### src/rtl/hswap_pkg.sv
package hswap_pkg;

    localparam int HSW_AW_DEF    = 32;
    localparam int HSW_LW_DEF    = 16;
    localparam int HSW_DW_DEF    = 32;
    localparam int HSW_CHUNK_DEF = 64;

    typedef enum logic [0:0] {
        ST_IDLE = 1'b0,
        ST_RUN  = 1'b1
    } seq_state_t;

    typedef struct packed {
        logic write;
        logic bypass;
    } xfer_mode_t;

    function automatic logic is_split(input xfer_mode_t m);
        return m.write && !m.bypass;
    endfunction

endpackage

### src/rtl/hswap_addr_form.sv
module hswap_addr_form #(
    parameter int AW = hswap_pkg::HSW_AW_DEF,
    parameter int LW = hswap_pkg::HSW_LW_DEF
) (
    input  logic [AW-1:0] raw_addr,
    input  logic [LW-1:0] raw_len,
    input  logic [AW-1:0] base,
    input  logic          bypass,
    output logic [AW-1:0] eff_addr,
    output logic [LW-1:0] eff_len
);
    logic [AW-1:0] ored;

    always_comb begin
        ored     = raw_addr | base;
        eff_addr = ored;
        eff_len  = raw_len;
        if (!bypass) begin
            eff_addr[0] = 1'b0;
            eff_len[0]  = 1'b0;
        end
    end
endmodule

### src/rtl/hswap_lane.sv
module hswap_lane #(
    parameter int DW = hswap_pkg::HSW_DW_DEF
) (
    input  logic [DW-1:0] din,
    input  logic          bypass,
    output logic [DW-1:0] dout
);
    localparam int NHW = DW / 16;

    logic [DW-1:0] swapped;

    genvar g;
    generate
        for (g = 0; g < NHW; g++) begin : g_hw
            assign swapped[16*g +: 8]     = din[16*g + 8 +: 8];
            assign swapped[16*g + 8 +: 8] = din[16*g +: 8];
        end
    endgenerate

    assign dout = bypass ? din : swapped;
endmodule

### src/rtl/hswap_chunker.sv
module hswap_chunker
    import hswap_pkg::*;
#(
    parameter int AW          = HSW_AW_DEF,
    parameter int LW          = HSW_LW_DEF,
    parameter int CHUNK_BYTES = HSW_CHUNK_DEF
) (
    input  logic             clk,
    input  logic             rst,
    input  logic             start,
    input  logic [AW-1:0]    start_addr,
    input  logic [LW-1:0]    start_len,
    input  xfer_mode_t       start_mode,
    input  logic             cmd_ready,
    output logic             cmd_valid,
    output logic [AW-1:0]    cmd_addr,
    output logic [LW-1:0]    cmd_len,
    output logic             cmd_write,
    output logic             busy,
    output logic             done,
    output xfer_mode_t       mode
);
    localparam logic [LW-1:0] CHUNK_L = LW'(CHUNK_BYTES);

    seq_state_t    st_q;
    logic [AW-1:0] addr_q;
    logic [LW-1:0] rem_q;
    xfer_mode_t    mode_q;
    logic          done_q;
    logic          last;

    always_comb begin
        if (is_split(mode_q) && (rem_q > CHUNK_L)) begin
            cmd_len = CHUNK_L;
        end else begin
            cmd_len = rem_q;
        end
        last = (rem_q == cmd_len);
    end

    always_ff @(posedge clk) begin
        if (rst) begin
            st_q   <= ST_IDLE;
            addr_q <= '0;
            rem_q  <= '0;
            mode_q <= '0;
            done_q <= 1'b0;
        end else begin
            done_q <= 1'b0;
            case (st_q)
                ST_IDLE: begin
                    if (start) begin
                        mode_q <= start_mode;
                        addr_q <= start_addr;
                        rem_q  <= start_len;
                        if (start_len == '0) begin
                            done_q <= 1'b1;
                        end else begin
                            st_q <= ST_RUN;
                        end
                    end
                end
                ST_RUN: begin
                    if (cmd_ready) begin
                        addr_q <= addr_q + AW'(cmd_len);
                        rem_q  <= rem_q - cmd_len;
                        if (last) begin
                            st_q   <= ST_IDLE;
                            done_q <= 1'b1;
                        end
                    end
                end
                default: st_q <= ST_IDLE;
            endcase
        end
    end

    assign cmd_valid = (st_q == ST_RUN);
    assign cmd_addr  = addr_q;
    assign cmd_write = mode_q.write;
    assign busy      = (st_q == ST_RUN);
    assign done      = done_q;
    assign mode      = mode_q;
endmodule

### src/rtl/hswap_dma_port.sv
module hswap_dma_port
    import hswap_pkg::*;
#(
    parameter int AW          = HSW_AW_DEF,
    parameter int LW          = HSW_LW_DEF,
    parameter int DW          = HSW_DW_DEF,
    parameter int CHUNK_BYTES = HSW_CHUNK_DEF
) (
    input  logic          clk,
    input  logic          rst,
    input  logic          base_we,
    input  logic [AW-1:0] base_wdata,
    input  logic          req_valid,
    input  logic          req_write,
    input  logic          req_bypass,
    input  logic [AW-1:0] req_addr,
    input  logic [LW-1:0] req_len,
    output logic          busy,
    output logic          done,
    output logic          mem_cmd_valid,
    input  logic          mem_cmd_ready,
    output logic          mem_cmd_write,
    output logic [AW-1:0] mem_cmd_addr,
    output logic [LW-1:0] mem_cmd_len,
    input  logic [DW-1:0] pd_wdata,
    output logic [DW-1:0] mem_wdata,
    input  logic [DW-1:0] mem_rdata,
    output logic [DW-1:0] pd_rdata
);
    logic [AW-1:0] base_q;
    logic [AW-1:0] form_addr;
    logic [LW-1:0] form_len;
    logic          start;
    xfer_mode_t    req_mode;
    xfer_mode_t    cur_mode;
    logic          cur_bypass;

    always_ff @(posedge clk) begin
        if (rst) begin
            base_q <= '0;
        end else if (base_we) begin
            base_q <= base_wdata;
        end
    end

    assign req_mode.write  = req_write;
    assign req_mode.bypass = req_bypass;
    assign start           = req_valid && !busy;

    hswap_addr_form #(.AW(AW), .LW(LW)) u_form (
        .raw_addr (req_addr),
        .raw_len  (req_len),
        .base     (base_q),
        .bypass   (req_bypass),
        .eff_addr (form_addr),
        .eff_len  (form_len)
    );

    hswap_chunker #(.AW(AW), .LW(LW), .CHUNK_BYTES(CHUNK_BYTES)) u_seq (
        .clk        (clk),
        .rst        (rst),
        .start      (start),
        .start_addr (form_addr),
        .start_len  (form_len),
        .start_mode (req_mode),
        .cmd_ready  (mem_cmd_ready),
        .cmd_valid  (mem_cmd_valid),
        .cmd_addr   (mem_cmd_addr),
        .cmd_len    (mem_cmd_len),
        .cmd_write  (mem_cmd_write),
        .busy       (busy),
        .done       (done),
        .mode       (cur_mode)
    );

    assign cur_bypass = cur_mode.bypass;

    hswap_lane #(.DW(DW)) u_wlane (
        .din    (pd_wdata),
        .bypass (cur_bypass),
        .dout   (mem_wdata)
    );

    hswap_lane #(.DW(DW)) u_rlane (
        .din    (mem_rdata),
        .bypass (cur_bypass),
        .dout   (pd_rdata)
    );
endmodule

### config.mk
export PLATFORM = sky130hd
export DESIGN_NAME = hswap_dma_port
export DESIGN_NICKNAME = d
export VERILOG_FILES = /design/src/rtl/hswap_pkg.sv /design/src/rtl/hswap_addr_form.sv /design/src/rtl/hswap_lane.sv /design/src/rtl/hswap_chunker.sv /design/src/rtl/hswap_dma_port.sv
export SDC_FILE = /design/constraint.sdc
export NUM_CORES = 1
export LEC_CHECK = 0
export ABC_AREA = 0
export CAP_MARGIN = 40
export CORE_UTILIZATION = 43
export DETAILED_ROUTE_END_ITERATION = 12
export PLACE_DENSITY_LB_ADDON = 0.08
export SYNTH_ARGS = -nofsm -noshare
export SYNTH_HDL_FRONTEND = slang
export SYNTH_SLANG_ARGS = --single-unit
### constraint.sdc
create_clock -name clk -period 5.36 [get_ports clk]
set_clock_uncertainty 0.2 [all_clocks]
set_input_delay 0.804 -clock clk [delete_from_list [all_inputs] [get_ports clk]]
set_output_delay 0.804 -clock clk [all_outputs]
set_load 0.005 [all_outputs]
# After elaboration in Yosys (flattened, before gate mapping)
# Index checks and enable logic that the tools add are counted.
# W data, S select, Z words.
# totals
register_bits	84
inputBits	151
output_inout_bits	116
# op_classes
addsub	2
n_lt_le_gt_ge	1
n_eq_ne	3
n_mux	21
n_bitwise	2
reduce_logical	8
# ops
operator	count
$mux W32	4
$pmux W32 S2	1
$mux W16	3
$add A32 B16 Y32	1
$or A32 B32 Y32	1
$pmux W16 S2	1
$eq A16 B16 Y1	1
$gt A16 B7 Y1 const B	1
$logic_not A16 Y1	1
$sub A16 B16 Y16	1
$mux W1	10
$ne A2 B2 Y1 const B	2
$pmux W1 S2	2
$reduce_and A2 Y1	2
$logic_and A1 B1 Y1	3
$logic_not A1 Y1	2
$not A1 Y1	1

# Longest topological paths before layout
# Gate-level depths: netlist (run 1).
# logic_depth
word_depth	8
ltp_mapped	15

# Cells and area by module
# From an unflattened synthesis (run 1), not the netlist that was laid out.
# unflattened
hier_cells	721
hier_area_um2	6331.1
# modules_own_cells
mod	instances	cells_per_inst	area_each_um2	seq_area_each_um2
hswap_chunker	1	497	3752.3	1041.0
hswap_dma_port	1	104	1169.9	640.6
hswap_lane	2	36	544.3	0.0
hswap_addr_form	1	48	320.3	0.0

# Worst setup path before layout (run 1)
# Ideal clock, no wire load.
# synth_path
path_kind	reg-to-reg
startpoint	register u_seq.rem_q[11]
endpoint	register u_seq.addr_q[26], in the netlist u_seq.cmd_addr[26]
setup_time_ps	115
arrival_time_ps	3463
t_required_ps	5045
path_slack_ps	1581
path_stages_with_launch	16
n_path_buf	2
period_less_slack_ps	3779
path_cell_list	dfxtp_1 -> clkbuf_1 -> nor3_1 -> and4b_1 -> a21oi_2 -> clkbuf_1 -> nor2b_1 -> ha_1 -> fa_1 -> a21oi_1 -> nand4b_1 -> a21oi_1 -> o2111ai_1 -> a211oi_1 -> a311o_1 -> and3_1
# synth_via
elab_chain_len	6
# synth_lines
item	line_no	rtl
from (decl)	hswap_chunker.sv:27	logic [LW-1:0] rem_q;
from (signal assigned)	hswap_chunker.sv:55	rem_q <= start_len;
from (signal assigned)	hswap_chunker.sv:66	rem_q <= rem_q - cmd_len;
$gt A16 B7 Y1	hswap_chunker.sv:33	if (is_split(mode_q) && (rem_q > CHUNK_L)) begin
$logic_and A1 B1 Y1	hswap_chunker.sv:33	
$mux W16	hswap_chunker.sv:33	
via mem_cmd_len[0]	hswap_dma_port.sv:24	output logic [LW-1:0] mem_cmd_len,
$add A32 B16 Y32	hswap_chunker.sv:65	addr_q <= addr_q + AW'(cmd_len);
$mux W32	hswap_chunker.sv:64	if (cmd_ready) begin
$pmux W32 S2	hswap_chunker.sv:50	case (st_q)
to (signal assigned)	hswap_chunker.sv:54	addr_q <= start_addr;
to (signal assigned)	hswap_chunker.sv:65	
to (decl)	hswap_chunker.sv:26	logic [AW-1:0] addr_q;
# The timed path passes the listed nets, and every way through them passes these cells. The select of a mux whose other input is x is not followed.
# A chain may end at the register's enable or synchronous reset.

# Worst setup path in the final report (run 1)
# layout_path
startpoint	register u_seq.rem_q[8]
endpoint	register u_seq.addr_q[26], in the netlist u_seq.cmd_addr[26]
# layout_via
elab_chain_len	6
# layout_lines
item	line_no
$gt A16 B7 Y1	hswap_chunker.sv:33
$logic_and A1 B1 Y1	hswap_chunker.sv:33
$mux W16 *	hswap_chunker.sv:33
$add A32 B16 Y32 *	hswap_chunker.sv:65
$mux W32 *	hswap_chunker.sv:64
$pmux W32 S2 *	hswap_chunker.sv:50
# Every way passes the cells marked *; elsewhere a longest branch is shown, timed or not. The select of a mux whose other input is x is not followed.

==> out/metrics.csv, run 1 <==
stage,metric,value,unit
sta,total negative setup slack,0,ns
floorplanning,die height,119,microns
placed_design,GP Congestion,0.936,
floorplanning,DIE AREA,14100,sq um
sta,min Tclk post-route,4.38,ns
synth,Cell variety after synth,76,
critical_path,crit-path most repeated cell,a21oi_1,
critical_path,Critical Path RT,5.40,ns
sta,Final period util,81.7,%
synth,mux contribution to synthesized area,19.2,%
sta,maximum clock rate,228,MHz
grt,initial antenna violation count,0,
finish,most frequent cells in the layout,"clkdlybuf4s50_1 (264), dfxtp_1 (83), nor2_1 (81)",
route,Avg WL per Cell,19.9,microns
clock_tree,postcts setup bufs,0,
synth,register area share after synthesis,28.8,%
finish,number of nets in the layout,1112,
finish,share of post-route cells with drive strength above 1,11.8,%
sta,worst slew pin tran,0.769,ns
finish,area delta synth->final,53.4,%
route,Post-Route WL,22.4,mm
finish,final cell count without fillers,1124,
route,post-route ant nets,0,
status,status,finished clean,
finish,multi-input combinational cell area,3930,sq um
clock_tree,register clock-pin slew on the reported worst setup and hold paths,0.07,ns
synth,synthesized-area fraction occupied by adder cells,3.98,%
synth,Syn Inst Count,701,
clock_tree,Clock Tree Buf Depth,2,
finish,Fill cells,1115,
route,drt drc,0,
clock_tree,Skew-Pair Late Insertion Delay,0.34,ns
grt,largest net degree at the start of global routing,67,
synth,cell taking the most area after synthesis,dfxtp_1,
clock_tree,# H-tree levels,3,
floorplanning,I/O Pins,267,
power,Power Density,239,nW/um^2
critical_path,largest fanout on the critical path,26,
critical_path,cells along the critical path,nor3_1 > and4b_1 > a21oi_2 > buf_4 > nor2b_1 > ha_1 > fa_1 > a21oi_1 > nand4b_1 > a21oi_1 > o2111ai_1 > a211oi_1 > nand4_1 > and3_1,
synth,share of the synthesized area in the top cell type,28.8,%
placed_design,post-DP HPWL,16.8,mm
clock_tree,CTS resizes,0,
synth,yosys warns,0,
floorplanning,Placeable Area,13200,sq um
finish,antenna cell count,0,
sta,"Slew Viols, Final",0,
critical_path,WP buf/inv,1,
route,Iteration-0 DRC Markers,470,
route,DRT Pass-1 Iters,5,
floorplanning,Die X,119,microns
synth,xor/xnor share of the synthesized area,1.95,%
placed_design,PortBufs,266,
sta,# setup viols final,0,
finish,Seq. cell area,1680,sq um
synth,post-synthesis compound-gate area fraction,20.5,%
clock_tree,CTS buffer count,9,
finish,"most common cell after layout, fill and taps aside",clkdlybuf4s50_1,
clock_tree,CTS Sinks,84,
grt,first-pass GRT wire length,35.2,mm
sta,slew margin rel.,48.7,%
critical_path,Crit-path slowest cell,a211oi_1,
floorplanning,Initial Util,44.1,%
clock_tree,root buffer cell,clkbuf_16,
hold_path,worst hold path class,reg2reg,
critical_path,CP top delay family,simple AND/OR/NAND/NOR gates,
critical_path,CP Capture Type,flop,
synth,Mean Syn Cell Area,8.33,sq um
grt,gr ovfl total,0,
power,peak supply drop,0.199,mV
critical_path,Worst path depth,14,
synth,Synth Area in Simple Gates,21.5,%
critical_path,Worst path max stage delay,0.59,ns
synth,"Top FF cell, synth",dfxtp_1,
power,Leak,3.46,nW
floorplanning,row count,42,
sta,RSZ-0062 raised after global routing,no,
route,vias,6628,
synth,largest cells by area after synthesis,"dfxtp_1 (29%), mux2_2 (12%), mux2i_1 (6.9%)",
synth,post-synthesis register bit count,84,
flow_run,max_cap viols,0,
placed_design,placed cell count,1108,
critical_path,CP startpoint kind,flop,
hold_path,Hold Path Stages,2,
grt,number of global-route vias before repair,6563,
clock_tree,hold buffer count at CTS,0,
sta,final hold vios,0,
critical_path,Crit Path Class,reg2reg,
synth,Async SR Flop Fraction,0,%
critical_path,CP Data Arrival Time,4.42,ns
synth,largest family of logic cells by synthesized area,simple AND/OR/NAND/NOR gates,
critical_path,Worst Reg-to-Reg Cells,14,
grt,gr usage total,31.6,%
synth,number of synthesized flops with an enable pin,0,
synth,Mapped Area,5840,sq um
route,Vias/cell,5.90,
synth,post-synth net total,870,
clock_tree,CTS tree,done,
[path summary, 6_finish.rpt]
| check | start | endpoint | slack, ns |
|---|---|---|---|
| worst max-delay path | u_seq.rem_q[8]$_SDFFE_PP0P_ | u_seq.cmd_addr[26]$_SDFFE_PP0P_ | 0.98 |
| worst min-delay path | base_q[7]$_SDFFE_PP0P_ | base_q[7]$_SDFFE_PP0P_ | 0.29 |
| worst max register to register | u_seq.rem_q[8]$_SDFFE_PP0P_ | u_seq.cmd_addr[26]$_SDFFE_PP0P_ | 0.98 |
| worst min register to register | base_q[7]$_SDFFE_PP0P_ | base_q[7]$_SDFFE_PP0P_ | 0.29 |
[stage by stage]
step           worst slack (ns)  power (mW)  util (%)  instance area [sq um]  hold slack (ns)
2_1_floorplan              1.58        1.08         -                   5840            0.252
3_3_place_gp               1.39        1.44      65.1                   8620            0.264
3_5_place_dp               1.17        1.45      65.2                   8640            0.286
4_1_cts                    1.14        2.14      67.7                   8960            0.300
5_1_grt                   0.749        2.24      67.7                   8960            0.324
6_report                  0.979        2.14      67.7                   8960            0.291
[synth_stat cells, types with 4 or more instances]
cell type  number
or4_1           6
a211oi_1       17
nor2_1         81
xnor2_1         6
dfxtp_1        84
o21ai_0        32
o21a_1          5
nand2b_1        7
o31ai_1         5
nor4_1         15
and3_1          6
xor2_1          7
o211ai_1        7
inv_1           9
or3_1           4
buf_1          10
clkbuf_1       33
ha_1           17
o22ai_1         4
nor2b_1        18
nor3_1         24
mux2_2         64
a311oi_1        4
nand4_1         8
buf_2           4
a21o_1          8
a31oi_1         6
mux2i_1        40
nand2_1        36
and2_1         10
a21oi_1        50
a31o_2          4
nand3_1        10
[routing by layer]
metal  track usage [%]  part of all wire [%]
met2              50.3                    45
met5                 0                     0
met3              7.53                   9.0
met4              12.8                   3.4
met1              40.9                    42
[layout make-up]
cell class                      instances  area share, %
Tap cell                              176           2.46
Clock inverter                          6           1.06
Timing Repair Buffer                  280           30.9
Sequential cell                        84           18.8
Multi-Input combinational cell        559           43.8
Clock buffer                           10           2.56
Inverter                                9          0.377
[logic make-up (layout without fill, tap and decap cells)]
kind of cell,Yosys count,in the layout
AOI/OAI and AO/OA,180,180
xor gates and xnor gates,13,13
adders and majority gates,18,18
buffers and inverters,58,305
DFF,84,84
muxes,104,104
other,1,1
and+or+nand+nor,243,243
[report_power, final]
| group | total (mW) | switching (mW) | internal, mW |
|---|---|---|---|
| sequential | 0.737 | 0.0609 | 0.676 |
| clock | 0.689 | 0.275 | 0.414 |
| combinational | 0.716 | 0.318 | 0.398 |
| total | 2.14 | 0.654 | 1.49 |
[registers in the layout (all words and copies together) (netlist names)]
register,cells
base_q,32
u_seq.done,1
u_seq.busy,1
u_seq.rem_q,16
u_seq.cmd_addr,32
u_seq.mode,1
u_seq.cmd_write,1
[worst reg2reg max path: cells and delay by family, from the launching register on]
family | cells | cell delay, ns
and+or+nand+nor | 6 | 1.50
AOI/OAI and AO/OA | 5 | 1.45
adders and majority gates | 2 | 0.49
DFF | 1 | 0.39
buffers and inverters | 1 | 0.23
Note: power is estimated with default switching activity, not from simulation.
==> inputs of run 2 (changes only) <==
==> constraint.sdc (replaced) <==
create_clock -name clk -period 4.3 [get_ports clk]
set_clock_uncertainty 0.2 [all_clocks]
set_input_delay 0.645 -clock clk [delete_from_list [all_inputs] [get_ports clk]]
set_output_delay 0.645 -clock clk [all_outputs]
set_load 0.005 [all_outputs]
==> out/metrics.csv, run 2 (synthesis gave the netlist of run 1 again) <==
stage,metric,value,unit,change
sta,total negative setup slack,0,ns,unchanged
grt,number of global-route vias before repair,6285,,-4.2%
placed_design,GP Congestion,0.934,,-0.26%
floorplanning,I/O Pins,267,,unchanged
route,vias,6531,,-1.5%
finish,share of post-route cells with drive strength above 1,12.3,%,+0.48 points
placed_design,PortBufs,266,,unchanged
clock_tree,CTS Sinks,84,,unchanged
route,drt drc,0,,unchanged
flow_run,max_cap viols,0,,unchanged
finish,most frequent cells in the layout,"clkdlybuf4s50_1 (264), dfxtp_1 (83), nor2_1 (81)",,
power,Power Density,297,nW/um^2,+24%
placed_design,pre-CTS setup slack,0.308,ns,-0.861 ns
route,DRT Pass-1 Iters,5,,unchanged
finish,Finished Core Util,68.0,%,+0.30 points
floorplanning,row count,42,,unchanged
sta,slew margin rel.,39.6,%,-9.1 points
clock_tree,register clock-pin slew on the reported worst setup and hold paths,0.07,ns,about the same
finish,Fill cells,1122,,+0.63%
finish,number of nets in the layout,1116,,+0.36%
route,post-route ant nets,0,,unchanged
route,Post-Route WL,22.3,mm,-0.62%
clock_tree,Clock Tree Buf Depth,2,,unchanged
grt,gr ovfl total,0,,unchanged
critical_path,Crit Path Class,reg2reg,,
finish,area delta synth->final,54.1,%,
finish,"most common cell after layout, fill and taps aside",clkdlybuf4s50_1,,
power,peak supply drop,0.242,mV,+22%
finish,antenna cell count,0,,unchanged
grt,first-pass GRT wire length,34.3,mm,-2.4%
critical_path,CP startpoint kind,flop,,
route,Vias/cell,5.79,,-1.8%
critical_path,Critical Path RT,4.35,ns,-1.05 ns
grt,gr usage total,31.0,%,-0.60 points
floorplanning,Die X,119,microns,unchanged
sta,Final period util,94.9,%,+13 points
grt,largest net degree at the start of global routing,67,,unchanged
power,Tot Pwr,2.68,mW,+25%
critical_path,CP Data Arrival Time,4.13,ns,-0.29 ns
critical_path,largest fanout on the critical path,11,,-58%
route,Iteration-0 DRC Markers,497,,+5.7%
sta,final worst slack,0.218,ns,-0.761 ns
clock_tree,CTS tree,done,,
sta,"Slew Viols, Final",0,,unchanged
clock_tree,CTS buffer count,9,,unchanged
route,Avg WL per Cell,19.7,microns,-0.98%
floorplanning,DIE AREA,14100,sq um,unchanged
placed_design,post-DP HPWL,17.0,mm,+0.93%
floorplanning,die height,119,microns,unchanged
clock_tree,Skew-Pair Late Insertion Delay,0.35,ns,about the same
floorplanning,Initial Util,44.1,%,unchanged
clock_tree,# H-tree levels,3,,unchanged
sta,maximum clock rate,245,MHz,+7.3%
sta,# setup viols final,0,,unchanged
floorplanning,Placeable Area,13200,sq um,unchanged
hold_path,worst hold path class,reg2reg,,
sta,worst slew pin tran,0.905,ns,+0.135 ns
status,status,finished clean,,
sta,min Tclk post-route,4.08,ns,-0.299 ns
clock_tree,root buffer cell,clkbuf_16,,
power,Leak,3.49,nW,+0.96%
grt,initial antenna violation count,0,,unchanged
sta,final hold vios,0,,unchanged
critical_path,CP Capture Type,flop,,
-- run 2: area by class of cell --
type | instances | area, sq um | share of cell area [%]
Multi-Input combinational cell | 559 | 3940 | 43.8
Timing Repair Buffer | 284 | 2800 | 31.1
Sequential cell | 84 | 1680 | 18.7
Clock buffer | 10 | 229 | 2.54
Tap cell | 176 | 220 | 2.45
Clock inverter | 6 | 95.1 | 1.06
Inverter | 9 | 33.8 | 0.375
-- run 2: path summary, 6_finish.rpt --
check	slack, ns	cells past startpoint	end	startpoint
hold / removal	0.29	2	u_seq.cmd_write$_SDFFE_PP0P_	u_seq.cmd_write$_SDFFE_PP0P_
hold reg to reg	0.29	2	u_seq.cmd_write$_SDFFE_PP0P_	u_seq.cmd_write$_SDFFE_PP0P_
setup / recovery	0.22	15	u_seq.cmd_addr[26]$_SDFFE_PP0P_	u_seq.rem_q[7]$_SDFFE_PP0P_
setup reg to reg	0.22	15	u_seq.cmd_addr[26]$_SDFFE_PP0P_	u_seq.rem_q[7]$_SDFFE_PP0P_
-- run 2: per-layer routing --
metal | up-vias | track usage [%] | wire length, microns
met3 | 44 | 6.90 | 1840
met4 | 0 | 8.70 | 472
met5 | - | 0 | 0
met2 | 317 | 49.2 | 10100
met1 | 3073 | 42.0 | 9880
li1 | 3097 | - | -
-- run 2: critical path, stage by stage (launching register included) --
cell and delay, ns:
dfxtp_1 0.47, nor3_1 0.15, and4b_1 0.26, a21oi_2 0.16
buf_4 0.19, nor2b_1 0.07, ha_1 0.22, fa_1 0.41
a21oi_1 0.21, nand4b_1 0.17, a21oi_1 0.15, o2111ai_1 0.49
a211oi_1 0.16, buf_4 0.18, a311o_1 0.34, and3_1 0.16
-- run 2: repair_timing --
item / in CTS / in global routing
endpoints found under the setup margin: 0 / 3
gates resized for setup: 0 / 2
hold buffers: 0 / 0
setup buffers: 0 / 0
-- run 2: per-stage QoR --
| step | cell area [sq um] | instances | hold WS (ns) |
|---|---|---|---|
| final | 9000 | 1128 | 0.294 |
| after global routing | 9000 | 1128 | 0.319 |
| after CTS | 8990 | 1128 | 0.298 |
| after detailed placement | 8670 | 1112 | 0.283 |
| after global placement | 8650 | 1111 | 0.265 |
| after floorplan | 5840 | 701 | 0.252 |
-- run 2: where the power goes --
part | switching [mW] | internal (mW)
Sequential | 0.0717 | 0.843
Combinational | 0.405 | 0.501
Clock | 0.340 | 0.515
==> inputs of run 3 (changes only) <==
--- a/config.mk
+++ b/config.mk
@@ -5,11 +5,12 @@
 export SDC_FILE = /design/constraint.sdc
 export NUM_CORES = 1
 export LEC_CHECK = 0
-export ABC_AREA = 0
+export ABC_AREA = 1
 export CAP_MARGIN = 40
-export CORE_UTILIZATION = 43
+export CORE_UTILIZATION = 46
 export DETAILED_ROUTE_END_ITERATION = 12
 export PLACE_DENSITY_LB_ADDON = 0.08
+export SLEW_MARGIN = 10
 export SYNTH_ARGS = -nofsm -noshare
 export SYNTH_HDL_FRONTEND = slang
 export SYNTH_SLANG_ARGS = --single-unit
==> constraint.sdc (replaced) <==
create_clock -name clk -period 5.1 [get_ports clk]
set_clock_uncertainty 0.2 [all_clocks]
set_input_delay 0.765 -clock clk [delete_from_list [all_inputs] [get_ports clk]]
set_output_delay 0.765 -clock clk [all_outputs]
set_load 0.005 [all_outputs]
==> out/metrics.csv, run 3 <==
stage,metric,value,unit,change
route,vias,7534,,+15%
floorplanning,Placeable Area,12700,sq um,-4.3%
finish,share of post-route cells with drive strength above 1,4.53,%,-7.8 points
flow_run,max_cap viols,0,,unchanged
placed_design,post-DP HPWL,17.0,mm,-0.13%
critical_path,CP top delay family,simple AND/OR/NAND/NOR gates,,
synth,cell taking the most area after synthesis,dfxtp_1,,
floorplanning,DIE AREA,13600,sq um,-3.6%
critical_path,CP Data Arrival Time,3.69,ns,-0.44 ns
grt,initial antenna violation count,1,,+1
status,status,finished clean,,
clock_tree,# H-tree levels,3,,unchanged
synth,post-synthesis compound-gate area fraction,27.8,%,+7.3 points
sta,# setup viols final,0,,unchanged
clock_tree,postcts setup bufs,0,,unchanged
route,Avg WL per Cell,15.6,microns,-21%
grt,first-pass GRT wire length,32.5,mm,-5.5%
finish,Finished Core Util,71.7,%,+3.8 points
sta,final worst slack,1.45,ns,+1.23 ns
synth,number of synthesized flops with an enable pin,0,,unchanged
clock_tree,root buffer cell,clkbuf_16,,
clock_tree,CTS Sinks,84,,unchanged
sta,min Tclk post-route,3.65,ns,-0.431 ns
synth,share of the synthesized area in the top cell type,27.9,%,-0.87 points
synth,Cell variety after synth,50,,-34%
synth,largest family of logic cells by synthesized area,simple AND/OR/NAND/NOR gates,,
sta,final hold vios,0,,unchanged
sta,RSZ-0062 raised after global routing,no,,
clock_tree,register clock-pin slew on the reported worst setup and hold paths,0.07,ns,about the same
clock_tree,Clock Tree Buf Depth,2,,unchanged
finish,"Design Area, Final",9090,sq um,+1.0%
synth,yosys warns,0,,unchanged
synth,Synth Area in Simple Gates,28.8,%,+7.3 points
route,Post-Route WL,21.6,mm,-3.1%
floorplanning,row count,41,,-2.4%
power,Leak,3.79,nW,+8.5%
placed_design,pre-CTS setup slack,1.35,ns,+1.04 ns
synth,"Top FF cell, synth",dfxtp_1,,
sta,total negative setup slack,0,ns,unchanged
synth,Mapped Area,6020,sq um,+3.1%
critical_path,CP Capture Type,flop,,
finish,most frequent cells in the layout,"clkdlybuf4s50_1 (266), nand2_1 (181), o21ai_0 (176)",,
synth,Synth top cells by count,"nand2_1 (181), o21ai_0 (176), nor2_1 (128)",,
synth,post-synthesis register bit count,84,,unchanged
synth,synthesized-area fraction occupied by adder cells,3.86,%,-0.12 points
floorplanning,die height,116,microns,-1.8%
placed_design,placed cell count,1369,,+23%
critical_path,CP startpoint kind,flop,,
critical_path,crit path from,u_seq.rem_q[4]$_SDFFE_PP0P_,,
critical_path,Worst path depth,20,,+5
critical_path,Worst path max stage delay,0.53,ns,+0.04 ns
hold_path,Hold Path Stages,2,,unchanged
critical_path,crit-path most repeated cell,nand2_1,,
placed_design,GP Congestion,0.929,,-0.55%
finish,Fill cells,1153,,+2.8%
placed_design,PortBufs,266,,unchanged
synth,xor/xnor share of the synthesized area,1.60,%,-0.35 points
sta,slew margin rel.,51.6,%,+12 points
synth,Mean Syn Cell Area,6.18,sq um,-26%
synth,most common cell in the netlist,nand2_1,,
critical_path,cells along the critical path,nor2_1 > nand3_2 > nand2_4 > a21oi_4 > nor2_1 > ha_1 > fa_1 > nand2_1 > nand2_1 > o21ai_2 > inv_1 > a21oi_1 > inv_1 > nand2_1 > nand2_1 > or2_2 > nand3_1 > nand3_1 > o211ai_1 > inv_1,,
synth,Async SR Flop Fraction,0,%,unchanged
sta,hold slack,0.284,ns,-0.0101 ns
finish,final cell count without fillers,1386,,+23%
clock_tree,CTS buffer count,9,,unchanged
finish,"most common cell after layout, fill and taps aside",clkdlybuf4s50_1,,
route,drt drc,0,,unchanged
hold_path,worst hold path class,reg2reg,,
critical_path,Worst Reg-to-Reg Cells,20,,+5
floorplanning,I/O Pins,267,,unchanged
critical_path,Worst Setup EP,u_seq.cmd_addr[12]$_SDFFE_PP0P_,,
route,post-route ant nets,0,,unchanged
critical_path,Crit-path slowest cell,a21oi_4,,
power,Tot Pwr,2.21,mW,-17%
critical_path,Crit Reg-Reg Startpoint,u_seq.rem_q[4]$_SDFFE_PP0P_,,
critical_path,WP buf/inv,3,,+1
finish,number of nets in the layout,1377,,+23%
sta,maximum clock rate,274,MHz,+12%
grt,number of global-route vias before repair,6640,,+5.6%
floorplanning,Die X,116,microns,-1.8%
grt,gr usage total,30.7,%,-0.33 points
route,Iteration-0 DRC Markers,627,,+26%
sta,"Slew Viols, Final",0,,unchanged
synth,register area share after synthesis,27.9,%,-0.87 points
grt,gr ovfl total,0,,unchanged
sta,worst slew pin tran,0.724,ns,-0.180 ns
power,peak supply drop,0.239,mV,-1.2%
synth,largest cells by area after synthesis,"dfxtp_1 (28%), o21ai_0 (15%), nand2_1 (11%)",,
synth,post-synth net total,1143,,+31%
critical_path,Crit Path Class,reg2reg,,
clock_tree,CTS tree,done,,
sta,Final period util,71.6,%,-23 points
critical_path,largest fanout on the critical path,25,,+14
placed_design,Area after DPL,8800,sq um,+1.6%
synth,mux contribution to synthesized area,0,%,-19 points
critical_path,worst reg2reg endpoint,u_seq.cmd_addr[12]$_SDFFE_PP0P_,,
clock_tree,Skew-Pair Late Insertion Delay,0.34,ns,about the same
clock_tree,CTS resizes,0,,unchanged
route,Vias/cell,5.44,,-6.1%
power,Power Density,244,nW/um^2,-18%
clock_tree,hold buffer count at CTS,0,,unchanged
critical_path,Critical Path RT,5.14,ns,+0.79 ns
grt,largest net degree at the start of global routing,66,,-1.5%
finish,area delta synth->final,50.9,%,
floorplanning,Initial Util,47.5,%,+3.4 points
critical_path,FF-to-FF setup slack,1.45,ns,+1.23 ns
route,DRT Pass-1 Iters,5,,unchanged
synth,Syn Inst Count,974,,+39%
## run 3: cells by family (layout without fill, tap and decap cells)
| group | after synthesis | after routing |
|---|---|---|
| AND/OR/NAND/NOR | 403 | 403 |
| AO/OA/AOI/OAI | 303 | 303 |
| buffers and inverters | 154 | 393 |
| flip-flops | 84 | 84 |
| adder cells (fa/ha/maj) | 18 | 18 |
| XOR/XNOR | 11 | 11 |
| other | 1 | 2 |
## run 3: worst min-delay path by stage
stage / slack [ns] / to / start
2_1_floorplan: 0.26 / u_seq.rem_q[14]$_SDFFE_PP0P_ / u_seq.rem_q[14]$_SDFFE_PP0P_
3_3_place_gp: 0.27 / u_seq.rem_q[14]$_SDFFE_PP0P_ / u_seq.rem_q[14]$_SDFFE_PP0P_
3_5_place_dp: 0.27 / u_seq.rem_q[14]$_SDFFE_PP0P_ / u_seq.rem_q[14]$_SDFFE_PP0P_
4_1_cts: 0.29 / u_seq.rem_q[14]$_SDFFE_PP0P_ / u_seq.rem_q[14]$_SDFFE_PP0P_
5_1_grt: 0.32 / base_q[16]$_SDFFE_PP0P_ / base_q[16]$_SDFFE_PP0P_
6_report: 0.28 / u_seq.rem_q[14]$_SDFFE_PP0P_ / u_seq.rem_q[14]$_SDFFE_PP0P_
## run 3: worst reg2reg max path, delay by kind of cell, from the launching register on
| kind | cells | cell delay [ns] |
|---|---|---|
| AO/OA/AOI/OAI | 4 | 0.87 |
| adder cells (fa/ha/maj) | 2 | 0.69 |
| buffers and inverters | 3 | 0.20 |
| flip-flops | 1 | 0.44 |
| AND/OR/NAND/NOR | 11 | 1.13 |
## run 3: metal layers
metal	part of all wire [%]	routed length, microns	vias up	global-route usage (%)
met4	3.1	669	0	12.8
met2	48	10400	380	53.9
met1	39	8510	3368	36.3
met3	9.5	2050	47	6.07
met5	0	0	-	0
li1	-	-	3739	-
## run 3: power by group
| group | total [mW] | leakage, nW | internal (mW) | switching, mW |
|---|---|---|---|---|
| sequential | 0.779 | 0.698 | 0.717 | 0.0625 |
| clock | 0.631 | 0.134 | 0.337 | 0.294 |
| combinational | 0.805 | 2.95 | 0.411 | 0.394 |
## run 3: area by class of cell
type,count,area (sq um),area share [%]
clock inverter,7,57.6,0.633
multi-input combinational,736,3740,41.2
sequential,84,1680,18.5
inverter,103,388,4.27
tap,172,215,2.37
antenna,1,2.50,0.0275
clock buffer,9,225,2.48
timing repair buffer,274,2780,30.5
